File: src/rtl/rx_filter_ring_pkg.sv
package rx_filter_ring_pkg;

  // Strobes from the control module to the datapath, one set per cycle.
  typedef struct packed {
    logic store;       // write inData at the write index
    logic pop;         // present the byte at the read index, advance it
    logic incParity;   // bump parity counter
    logic incFraming;  // bump framing counter
    logic incOverrun;  // bump overrun counter
    logic clear;       // zero counters and indices
  } ringStrobe_t;

endpackage

File: src/rtl/rx_filter_ring_dp.sv
module rx_filter_ring_dp
  import rx_filter_ring_pkg::*;
#(
  parameter int DATA_W = 8,
  parameter int DEPTH  = 512,
  parameter int CNT_W  = 32,
  localparam int SLOTS = DEPTH + 1,
  localparam int IDX_W = $clog2(SLOTS)
) (
  input  logic              clk,
  input  logic              rst_n,
  input  ringStrobe_t       strobe,
  input  logic [DATA_W-1:0] inData,
  output logic              full,
  output logic [IDX_W-1:0]  avail,
  output logic              rdValid,
  output logic [DATA_W-1:0] rdData,
  output logic [CNT_W-1:0]  parityCount,
  output logic [CNT_W-1:0]  framingCount,
  output logic [CNT_W-1:0]  overrunCount
);

  localparam logic [IDX_W-1:0] LAST_IDX = IDX_W'(SLOTS - 1);
  localparam logic [IDX_W-1:0] WRAP_ADD = IDX_W'(SLOTS);

  logic [DATA_W-1:0] mem [SLOTS];
  logic [IDX_W-1:0]  wrIdx, rdIdx, wrNext, rdNext;

  assign wrNext = (wrIdx == LAST_IDX) ? '0 : wrIdx + 1'b1;
  assign rdNext = (rdIdx == LAST_IDX) ? '0 : rdIdx + 1'b1;
  // Spare slot: full when the next write position would meet the read index.
  assign full   = (wrNext == rdIdx);
  // The difference is taken modulo 2^IDX_W; adding SLOTS undoes the ring wrap.
  assign avail  = (wrIdx >= rdIdx) ? (wrIdx - rdIdx) : (wrIdx - rdIdx + WRAP_ADD);

  always_ff @(posedge clk or negedge rst_n) begin
    if (!rst_n) begin
      wrIdx <= '0;
      rdIdx <= '0;
    end else if (strobe.clear) begin
      wrIdx <= '0;
      rdIdx <= '0;
    end else begin
      if (strobe.store) wrIdx <= wrNext;
      if (strobe.pop)   rdIdx <= rdNext;
    end
  end

  always_ff @(posedge clk) begin
    if (strobe.store) mem[wrIdx] <= inData;
  end

  always_ff @(posedge clk or negedge rst_n) begin
    if (!rst_n) begin
      rdValid <= 1'b0;
      rdData  <= '0;
    end else begin
      rdValid <= strobe.pop;
      if (strobe.pop) rdData <= mem[rdIdx];
    end
  end

  // Three identical saturating counters: 0 parity, 1 framing, 2 overrun.
  logic [2:0] incVec;
  assign incVec = {strobe.incOverrun, strobe.incFraming, strobe.incParity};

  for (genvar g = 0; g < 3; g++) begin : gCnt
    logic [CNT_W-1:0] cnt;
    always_ff @(posedge clk or negedge rst_n) begin
      if (!rst_n)                         cnt <= '0;
      else if (strobe.clear)              cnt <= '0;
      else if (incVec[g] && (cnt != '1))  cnt <= cnt + 1'b1;
    end


    count_sat_chk: assert property (@(posedge clk) disable iff (!rst_n)
      (cnt == '1) && !strobe.clear |=> (cnt == '1));
  end

  assign parityCount  = gCnt[0].cnt;
  assign framingCount = gCnt[1].cnt;
  assign overrunCount = gCnt[2].cnt;

  logic [IDX_W:0] occNext;
  assign occNext = {1'b0, avail} + {{IDX_W{1'b0}}, strobe.store}
                 - {{IDX_W{1'b0}}, strobe.pop};


  no_overflow_chk: assert property (@(posedge clk) disable iff (!rst_n)
    strobe.store |-> (avail < IDX_W'(DEPTH)));


  no_underflow_chk: assert property (@(posedge clk) disable iff (!rst_n)
    strobe.pop |-> (avail != '0));


  occupancy_chk: assert property (@(posedge clk) disable iff (!rst_n)
    !strobe.clear |=> ({1'b0, avail} == $past(occNext)));


  clear_empty_chk: assert property (@(posedge clk) disable iff (!rst_n)
    strobe.clear |=> (avail == '0) && !full);

endmodule

File: src/rtl/rx_filter_ring_ctrl.sv
module rx_filter_ring_ctrl
  import rx_filter_ring_pkg::*;
#(
  parameter int LEN_W = 16,
  parameter int IDX_W = 10,
  localparam int MW   = (LEN_W > IDX_W) ? LEN_W : IDX_W
) (
  input  logic             clk,
  input  logic             rst_n,
  input  logic             clear,
  input  logic             inValid,
  input  logic             inOverrun,
  input  logic             inParity,
  input  logic             inFraming,
  input  logic             inBreak,
  input  logic             full,
  input  logic [IDX_W-1:0] avail,
  input  logic             rdReq,
  input  logic [LEN_W-1:0] rdLen,
  output ringStrobe_t      strobe,
  output logic             rdAck,
  output logic [LEN_W-1:0] rdGrant,
  output logic             rdBusy,
  output logic             notify
);

  logic             anyErr, accept, pending;
  logic [LEN_W-1:0] remaining, grant;
  logic [MW-1:0]    lenW, availW, grantW;

  assign anyErr = inOverrun | inParity | inFraming | inBreak;
  assign rdBusy = (remaining != '0);
  assign accept = rdReq && !rdBusy && !clear;

  assign lenW   = MW'(rdLen);
  assign availW = MW'(avail);
  assign grantW = (lenW < availW) ? lenW : availW;
  assign grant  = LEN_W'(grantW);

  always_comb begin
    strobe            = '0;
    strobe.clear      = clear;
    strobe.store      = inValid && !anyErr && !full && !clear;
    strobe.incParity  = inValid && inParity && !clear;
    strobe.incFraming = inValid && inFraming && !clear;
    strobe.incOverrun = inValid && inOverrun && !clear;
    strobe.pop        = rdBusy && !clear;
  end

  always_ff @(posedge clk or negedge rst_n) begin
    if (!rst_n) begin
      remaining <= '0;
      rdAck     <= 1'b0;
      rdGrant   <= '0;
      pending   <= 1'b0;
      notify    <= 1'b0;
    end else if (clear) begin
      remaining <= '0;
      rdAck     <= 1'b0;
      pending   <= 1'b0;
      notify    <= 1'b0;
    end else begin
      rdAck <= accept;
      if (accept) begin
        rdGrant   <= grant;
        remaining <= grant;
      end else if (rdBusy) begin
        remaining <= remaining - 1'b1;
      end
      notify  <= pending && !inValid;
      pending <= inValid;
    end
  end


  notify_pulse_chk: assert property (@(posedge clk) disable iff (!rst_n)
    notify |=> !notify);


  busy_ignore_chk: assert property (@(posedge clk) disable iff (!rst_n)
    rdBusy |=> !rdAck);


  grant_bound_chk: assert property (@(posedge clk) disable iff (!rst_n)
    rdAck |-> (rdGrant <= $past(rdLen)));

endmodule

File: src/rtl/rx_filter_ring.sv
module rx_filter_ring
  import rx_filter_ring_pkg::*;
#(
  parameter int DATA_W = 8,
  parameter int DEPTH  = 512,
  parameter int CNT_W  = 32,
  parameter int LEN_W  = 16,
  localparam int IDX_W = $clog2(DEPTH + 1)
) (
  input  logic              clk,
  input  logic              rst_n,
  input  logic              clear,
  input  logic              inValid,
  input  logic [DATA_W-1:0] inData,
  input  logic              inOverrun,
  input  logic              inParity,
  input  logic              inFraming,
  input  logic              inBreak,
  input  logic              rdReq,
  input  logic [LEN_W-1:0]  rdLen,
  output logic              rdAck,
  output logic [LEN_W-1:0]  rdGrant,
  output logic              rdBusy,
  output logic              rdValid,
  output logic [DATA_W-1:0] rdData,
  output logic              notify,
  output logic [CNT_W-1:0]  parityCount,
  output logic [CNT_W-1:0]  framingCount,
  output logic [CNT_W-1:0]  overrunCount
);

  ringStrobe_t      strobe;
  logic             full;
  logic [IDX_W-1:0] avail;

  rx_filter_ring_ctrl #(.LEN_W(LEN_W), .IDX_W(IDX_W)) u_ctrl (
    .clk(clk), .rst_n(rst_n), .clear(clear),
    .inValid(inValid), .inOverrun(inOverrun), .inParity(inParity),
    .inFraming(inFraming), .inBreak(inBreak),
    .full(full), .avail(avail),
    .rdReq(rdReq), .rdLen(rdLen),
    .strobe(strobe), .rdAck(rdAck), .rdGrant(rdGrant),
    .rdBusy(rdBusy), .notify(notify)
  );

  rx_filter_ring_dp #(.DATA_W(DATA_W), .DEPTH(DEPTH), .CNT_W(CNT_W)) u_dp (
    .clk(clk), .rst_n(rst_n), .strobe(strobe), .inData(inData),
    .full(full), .avail(avail),
    .rdValid(rdValid), .rdData(rdData),
    .parityCount(parityCount), .framingCount(framingCount),
    .overrunCount(overrunCount)
  );

endmodule

File: config.mk
export PLATFORM = sky130hd
export DESIGN_NAME = rx_filter_ring
export DESIGN_NICKNAME = d
export VERILOG_FILES = /design/src/rtl/rx_filter_ring_pkg.sv /design/src/rtl/rx_filter_ring_dp.sv /design/src/rtl/rx_filter_ring_ctrl.sv /design/src/rtl/rx_filter_ring.sv
export SDC_FILE = /design/constraint.sdc
export NUM_CORES = 2
export LEC_CHECK = 0
export BUFFER_PORTS_ARGS = -buffer_cell sky130_fd_sc_hd__buf_2
export CORE_MARGIN = 5
export CORE_UTILIZATION = 25
export CTS_CLUSTER_DIAMETER = 50
export CTS_CLUSTER_SIZE = 28
export DETAILED_ROUTE_END_ITERATION = 8
export PLACE_DENSITY = 0.39
export SLEW_MARGIN = 20
export SYNTH_ARGS = -nofsm -noshare
export SYNTH_HDL_FRONTEND = slang
export SYNTH_MEMORY_MAX_BITS = 65536
export SYNTH_SLANG_ARGS = --single-unit
File: constraint.sdc
create_clock -name clk -period 7.1 [get_ports clk]
set_clock_uncertainty 0.1 [all_clocks]
set_input_delay 2.13 -clock clk [delete_from_list [all_inputs] [get_ports clk]]
set_output_delay 2.13 -clock clk [all_outputs]
set_load 0.03 [all_outputs]
# Yosys cells after proc, flatten, opt, wreduce, memory -nomap -nowiden
# Memories as Yosys holds them, arrays and structs flattened. A register that Yosys moved wholly into a read port is not among the register bits.
# Cells that the tools add are included.
dict set report totals {
  ff_bits 152
  ram_bits 4104
  inputBits 33
  out_inout_bits 124
  word_cells 84
  n_memories 1
}
dict set report classes {
  n_addsub 8
  n_lt_le_gt_ge 2
  eq_ne 6
  mux 22
  bitwise_logic 4
  n_reduce_logical 30
}
# name depth width rd rd_clocked_by_memory_dff write_ports line
set memory_table {}
lappend memory_table {u_dp.mem 513 8 1 1 1 rx_filter_ring_dp.sv:26} ;# logic [DATA_W-1:0] mem [SLOTS];
# cell n
set ops {}
lappend ops {{$mux W32} 6}
lappend ops {{$add A32 B1 Y32 const B} 3}
lappend ops {{$ne A32 B32 Y1 const B} 3}
lappend ops {{$mux W10} 7}
lappend ops {{$mux W16} 4}
lappend ops {{$add A10 B1 Y10 const B} 2}
lappend ops {{$eq A10 B10 Y1 const B} 2}
lappend ops {{$logic_and A1 B1 Y1} 16}
lappend ops {{$lt A16 B10 Y1} 1}
lappend ops {{$reduce_bool A16 Y1} 1}
lappend ops {{$sub A16 B1 Y16 const B} 1}
lappend ops {{$add A10 B10 Y10 const B} 1}
lappend ops {{$eq A10 B10 Y1} 1}
lappend ops {{$ge A10 B10 Y1} 1}
lappend ops {{$reduce_bool A2 Y1} 5}
lappend ops {{$sub A10 B10 Y10} 1}
lappend ops {{$logic_not A1 Y1} 6}
lappend ops {{$mux W1} 5}
lappend ops {{$or A1 B1 Y1} 3}
lappend ops {{$reduce_bool A3 Y1} 1}
lappend ops {{$reduce_and A2 Y1} 1}
lappend ops {{$not A1 Y1} 1}

# Logic depth before layout (Yosys ltp)
dict set report depth {
  ltp_word 9
  ltp_mapped 28
  mapped_depth_nobuf 22
}

# By module
# A second synthesis with hierarchy kept.
dict set report unflattened {
  hier_cells 8408
  area_unflattened_um2 169088.4
}
# module n_inst cells_per_inst area_per_inst_um2 seq_area_each_um2
set by_module_without_submodules {}
lappend by_module_without_submodules {rx_filter_ring_dp 1 8192 166955.1 126366.2}
lappend by_module_without_submodules {rx_filter_ring_ctrl 1 216 2133.3 875.8}

# Worst setup path before layout
# OpenSTA, ideal clock, no wires.
dict set report synth_path {
  kind {flip-flop to flip-flop}
  from {register u_dp.rdIdx[2]}
  to {register u_ctrl.remaining[7]}
  setup_time_ns 0.094
  arrival_ns 5.462
  required_ns 6.906
  setup_slack_ns 1.444
  path_stages_with_launch 26
  n_path_buf 5
  synth_period_minus_slack_ns 5.656
  path_cell_list {dfrtp_1 -> buf_1 -> buf_1 -> clkbuf_1 -> clkbuf_1 -> inv_1 -> ha_1 -> nand2b_1 -> a21oi_1 -> a21oi_1 -> nor2_1 -> nor2_1 -> nand2_1 -> nor2_1 -> xnor2_1 -> ha_1 -> a21o_1 -> a21o_1 -> a211o_1 -> a211oi_1 -> a211oi_1 -> o21bai_1 -> o2bb2a_1 -> buf_2 -> a31o_1 -> a211oi_1}
}
dict set report synth_between {
  elab_chain_len 7
  elab_cells_between_ends 8
  classes_between {add/sub: 2; order compare: 2; mux: 4}
}
# item line
set synth_rtl {}
lappend synth_rtl {{start: declaration} rx_filter_ring_dp.sv:27} ;# logic [IDX_W-1:0] wrIdx, rdIdx, wrNext, rdNext;
lappend synth_rtl {{start signal: assignment} rx_filter_ring_dp.sv:45} ;# if (strobe.pop) rdIdx <= rdNext;
lappend synth_rtl {{$sub A10 B10 Y10} rx_filter_ring_dp.sv:34} ;# assign avail = (wrIdx >= rdIdx) ? (wrIdx - rdIdx) : (wrIdx - rdIdx + WRAP_ADD);
lappend synth_rtl {{$add A10 B10 Y10} rx_filter_ring_dp.sv:34}
lappend synth_rtl {{$mux W10 (*)} rx_filter_ring_dp.sv:34}
lappend synth_rtl {{$lt A16 B10 Y1} rx_filter_ring_ctrl.sv:37} ;# assign grantW = (lenW < availW) ? lenW : availW;
lappend synth_rtl {{$mux W16 (*)} rx_filter_ring_ctrl.sv:37}
lappend synth_rtl {{$mux W16 (*)} rx_filter_ring_ctrl.sv:64} ;# if (accept) begin
lappend synth_rtl {{$mux W16 (*)} rx_filter_ring_ctrl.sv:57} ;# end else if (clear) begin
lappend synth_rtl {{end signal: assignment} rx_filter_ring_ctrl.sv:66} ;# remaining <= grant;
lappend synth_rtl {{end signal: assignment} rx_filter_ring_ctrl.sv:68} ;# remaining <= remaining - 1'b1;
lappend synth_rtl {{end: declaration} rx_filter_ring_ctrl.sv:28} ;# logic [LEN_W-1:0] remaining, grant;
# Every way passes the cells marked *; elsewhere a longest branch is shown, timed or not.
# A chain may end at the register's enable or synchronous reset.

# Worst setup path after layout
dict set report layout_path {
  from {register u_dp.rdIdx[0]}
  to {register u_ctrl.remaining[4]}
}
# Same word-level chain as after synthesis.

==> impl_metrics.tcl <==
set metrics [dict create \
    ant_nets 0 \
    grt_pass1_vias 82900 \
    worstSetupStartpointType "register" \
    crit_arrival_ns 6.72 \
    crit_chain "ha_1 > fa_1 > nand2b_1 > a21oi_1 > a21oi_1 > nor2_1 > nor2_1 > nand2_1 > nor2_1 > xnor2_1 > ha_1 > a21o_1 > a21o_1 > a211o_1 > nor3_1 > a211oi_1 > o21bai_1 > o2bb2a_1 > nand2_1 > mux2i_1 > a211oi_1" \
    drc 0 \
    via_count 80800 \
    die_h_um 828 \
    swShare 0.282 \
    synth_edf_count 4104 \
    p_sw_w 0.0190 \
    combPwrFrac 0.197 \
    cp.required_ns 7.88 \
    dp_hpwl_um 310000 \
    cpPeakStageDelay_ns 0.72 \
    synthArstFlopShare 0.0375 \
    areaGrowthSynthToFinish_pct 17.9 \
    ys_ff_latch 4264 \
    cts.sinks 4264 \
    grt_max_degree 175 \
    grt_setup_unrepaired "no" \
    nFillCells 64400 \
    postCtsSetupBuffers 0 \
    wl_per_cell_um 29.2 \
    cellLeakagePower_nw 60.0 \
    syn_avg_cell_area_um2 22.0 \
    seqPwrFrac 0.413 \
    grt_pass1_wl_um 703000 \
    slew_headroom 0.181 \
    routabilityCongestion 0.782 \
    setup_violations 0 \
    clkTransAtPathRegs_ns 0.07 \
    ctsHoldBuffers 0 \
    io_pins 157 \
    pwr-share-clk 0.390 \
    synth.net_count 7648 \
    path_common_cell "nor2_1" \
    htreeDepth 5 \
    maxSlewViolCount 0 \
    path_class "register to register" \
    antenna_found_initial 68 \
    cts_buffer_depth 4 \
    min_path_type "register to register" \
    max_cap_violations 0 \
    drive_gt1_frac 0.313 \
    fp-row-count 300 \
    port-buffer-count 156 \
    power_density_mw_per_mm2 343 \
    die_w_um 828 \
    p_int_w 0.0485 \
    hold_viol 0 \
    cts_resized 0 \
    seq_area_frac_synth 0.761 \
    grt_usage 0.145 \
    dieArea_mm2 0.685 \
    vias_per_cell 4.64 \
    overflow 0 \
    cts_tree "built" \
    start_util 0.251 \
    netlist_instances 7585 \
    coreArea_mm2 0.667 \
    status "completed" \
    path_max_fanout 21 \
    clock.fmax_mhz 168 \
    worstSkewPairLatency_ns 1.03 \
    synth_ff_type "edfxtp_1" \
    endpoint_kind "register" \
    power_w 0.0675 \
    syn_area_mm2 0.167 \
    finalCriticalPeriod_ns 5.94 \
    critPathSlowestCell "dfrtp_4" \
    synthDistinctLibCells 72 \
    worst-slew-pin-transition_ns 1.23 \
    dp.cells 16500 \
    dr.pass1.iters 6 \
    cts_buffers 479 \
    timing.final.crit_share 0.837 \
    root_buffer "clkbuf_16" \
    postRouteWirelength_um 510000 \
    ir_worst_vdd_mv 0.317 \
    fin_cells 17400 \
    drtIter0Drc 8560 \
    synth-warning-count 0 \
    nNetsFinal 8136 \
    finalSetupTns_ns 0 \
]
-- metal layers --
layer  GRT usage  routed length (µm)  vias to the layer above
met4      0.0345               11900                        8
met5           0                  46                        -
li1            -                   -                    33000
met3      0.0300               36200                      608
met1       0.204              224000                    44300
met2       0.231              238000                     2960
-- registers in the layout (all words and copies together) (netlist names) --
register           flops
u_ctrl.rdAck           1
u_ctrl.remaining      16
u_dp.framingCount     32
u_dp.rdValid           1
u_ctrl.notify          1
u_dp.parityCount      32
u_dp.rdIdx            10
u_dp.overrunCount     32
u_ctrl.pending         1
u_dp.wrIdx            10
u_dp.rdData            8
u_dp.mem            4104
u_ctrl.rdGrant        16
-- cell families (layout without fill, tap and decap cells) --
family / Yosys count / in the layout / share of synthesized area
DFF: 4264 / 4264 / 0.761
muxes: 1305 / 1305 / 0.174
and+or+nand+nor: 1063 / 1063 / 0.0279
buffers and inverters: 474 / 1387 / 0.0142
AOI/OAI and AO/OA: 327 / 327 / 0.0134
xor gates and xnor gates: 122 / 122 / 0.00639
adders and majority gates: 30 / 30 / 0.00229
other: 0 / 30 / 0
-- critical path: cells and delay by family, from the launching register on --
family | cells | cell delay, ns
xor gates and xnor gates | 1 | 0.25
DFF | 1 | 0.72
and+or+nand+nor | 7 | 1.24
muxes | 1 | 0.32
AOI/OAI and AO/OA | 9 | 2.12
adders and majority gates | 3 | 1.04
-- path summary, 6_finish.rpt --
check / end / cells past startpoint / slack, ns / startpoint
max in group asynchronous: u_dp.rdIdx[0] / 2 / 4.42 / rst_n
min in group asynchronous: u_dp.framingCount[11] / 1 / 1.05 / rst_n
max: u_ctrl.remaining[4] / 21 / 1.16 / u_dp.rdIdx[0]
max reg2reg: u_ctrl.remaining[4] / 21 / 1.16 / u_dp.rdIdx[0]
min: u_ctrl.rdGrant[2] / 2 / 0.38 / u_ctrl.rdGrant[2]
min reg2reg: u_ctrl.rdGrant[2] / 2 / 0.38 / u_ctrl.rdGrant[2]
-- synth_stat cells, drive strengths merged, types with 34 or more instances --
cell type  instances  area share
xor2              80      0.0042
a22oi             60      0.0027
a21oi             78      0.0023
o21ai             65      0.0019
clkbuf           183      0.0041
edfxtp          4104        0.74
dfrtp            160       0.024
nand2            131      0.0029
xnor2             42      0.0022
buf              255      0.0093
mux4            1286        0.17
nand3             65      0.0019
inv               34     0.00076
nor2             651       0.015
-- cell usage in the layout (no fill, tap or decap), types with 44 or more instances in the layout --
master,Yosys,routed
o21ai_0,59,59
nor2_1,651,642
clkinv_4,0,48
a22oi_1,60,60
mux4_2,1286,1286
xor2_1,80,80
clkbuf_16,0,487
inv_8,0,50
inv_6,0,86
buf_4,22,250
bufinv_16,0,44
clkinvlp_4,0,47
nand2_1,131,115
edfxtp_1,4104,4104
nand3_1,65,50
dfrtp_1,160,156
a21oi_1,78,78
buf_2,163,146
-- power by group through the flow --
stage	Combinational (W)	Sequential [W]	Clock (W)
after CTS	0.0137	0.0279	0.0270
final	0.0133	0.0279	0.0263
after global placement	0.0137	0.0284	0
after detailed placement	0.0137	0.0284	0
after global routing	0.0141	0.0279	0.0281
after floorplan	0.00903	0.0284	0
-- cell type report --
class / instances / area, µm² / share of cell area
inverters: 36 / 148 / 0.000749
well taps: 8909 / 11100 / 0.0566
clock inverters: 400 / 4820 / 0.0245
clock buffers: 506 / 12300 / 0.0622
flip-flops and latches: 4264 / 127000 / 0.646
multi-input cells: 2847 / 37800 / 0.192
repair buffers: 445 / 3540 / 0.0180
diodes: 30 / 75.1 / 0.000381
-- stage by stage --
step / hold slack (ns) / utilization / setup WS [ns] / instance area, µm²
3_3_place_gp: 0.379 / 0.270 / 1.14 / 180000
5_1_grt: 0.406 / 0.295 / 0.754 / 197000
3_5_place_dp: 0.376 / 0.270 / 1.12 / 180000
4_1_cts: 0.388 / 0.295 / 1.22 / 197000
6_report: 0.385 / 0.295 / 1.16 / 197000
2_1_floorplan: 0.391 / - / 1.44 / 167000
Power figures use the tool's default switching activity.
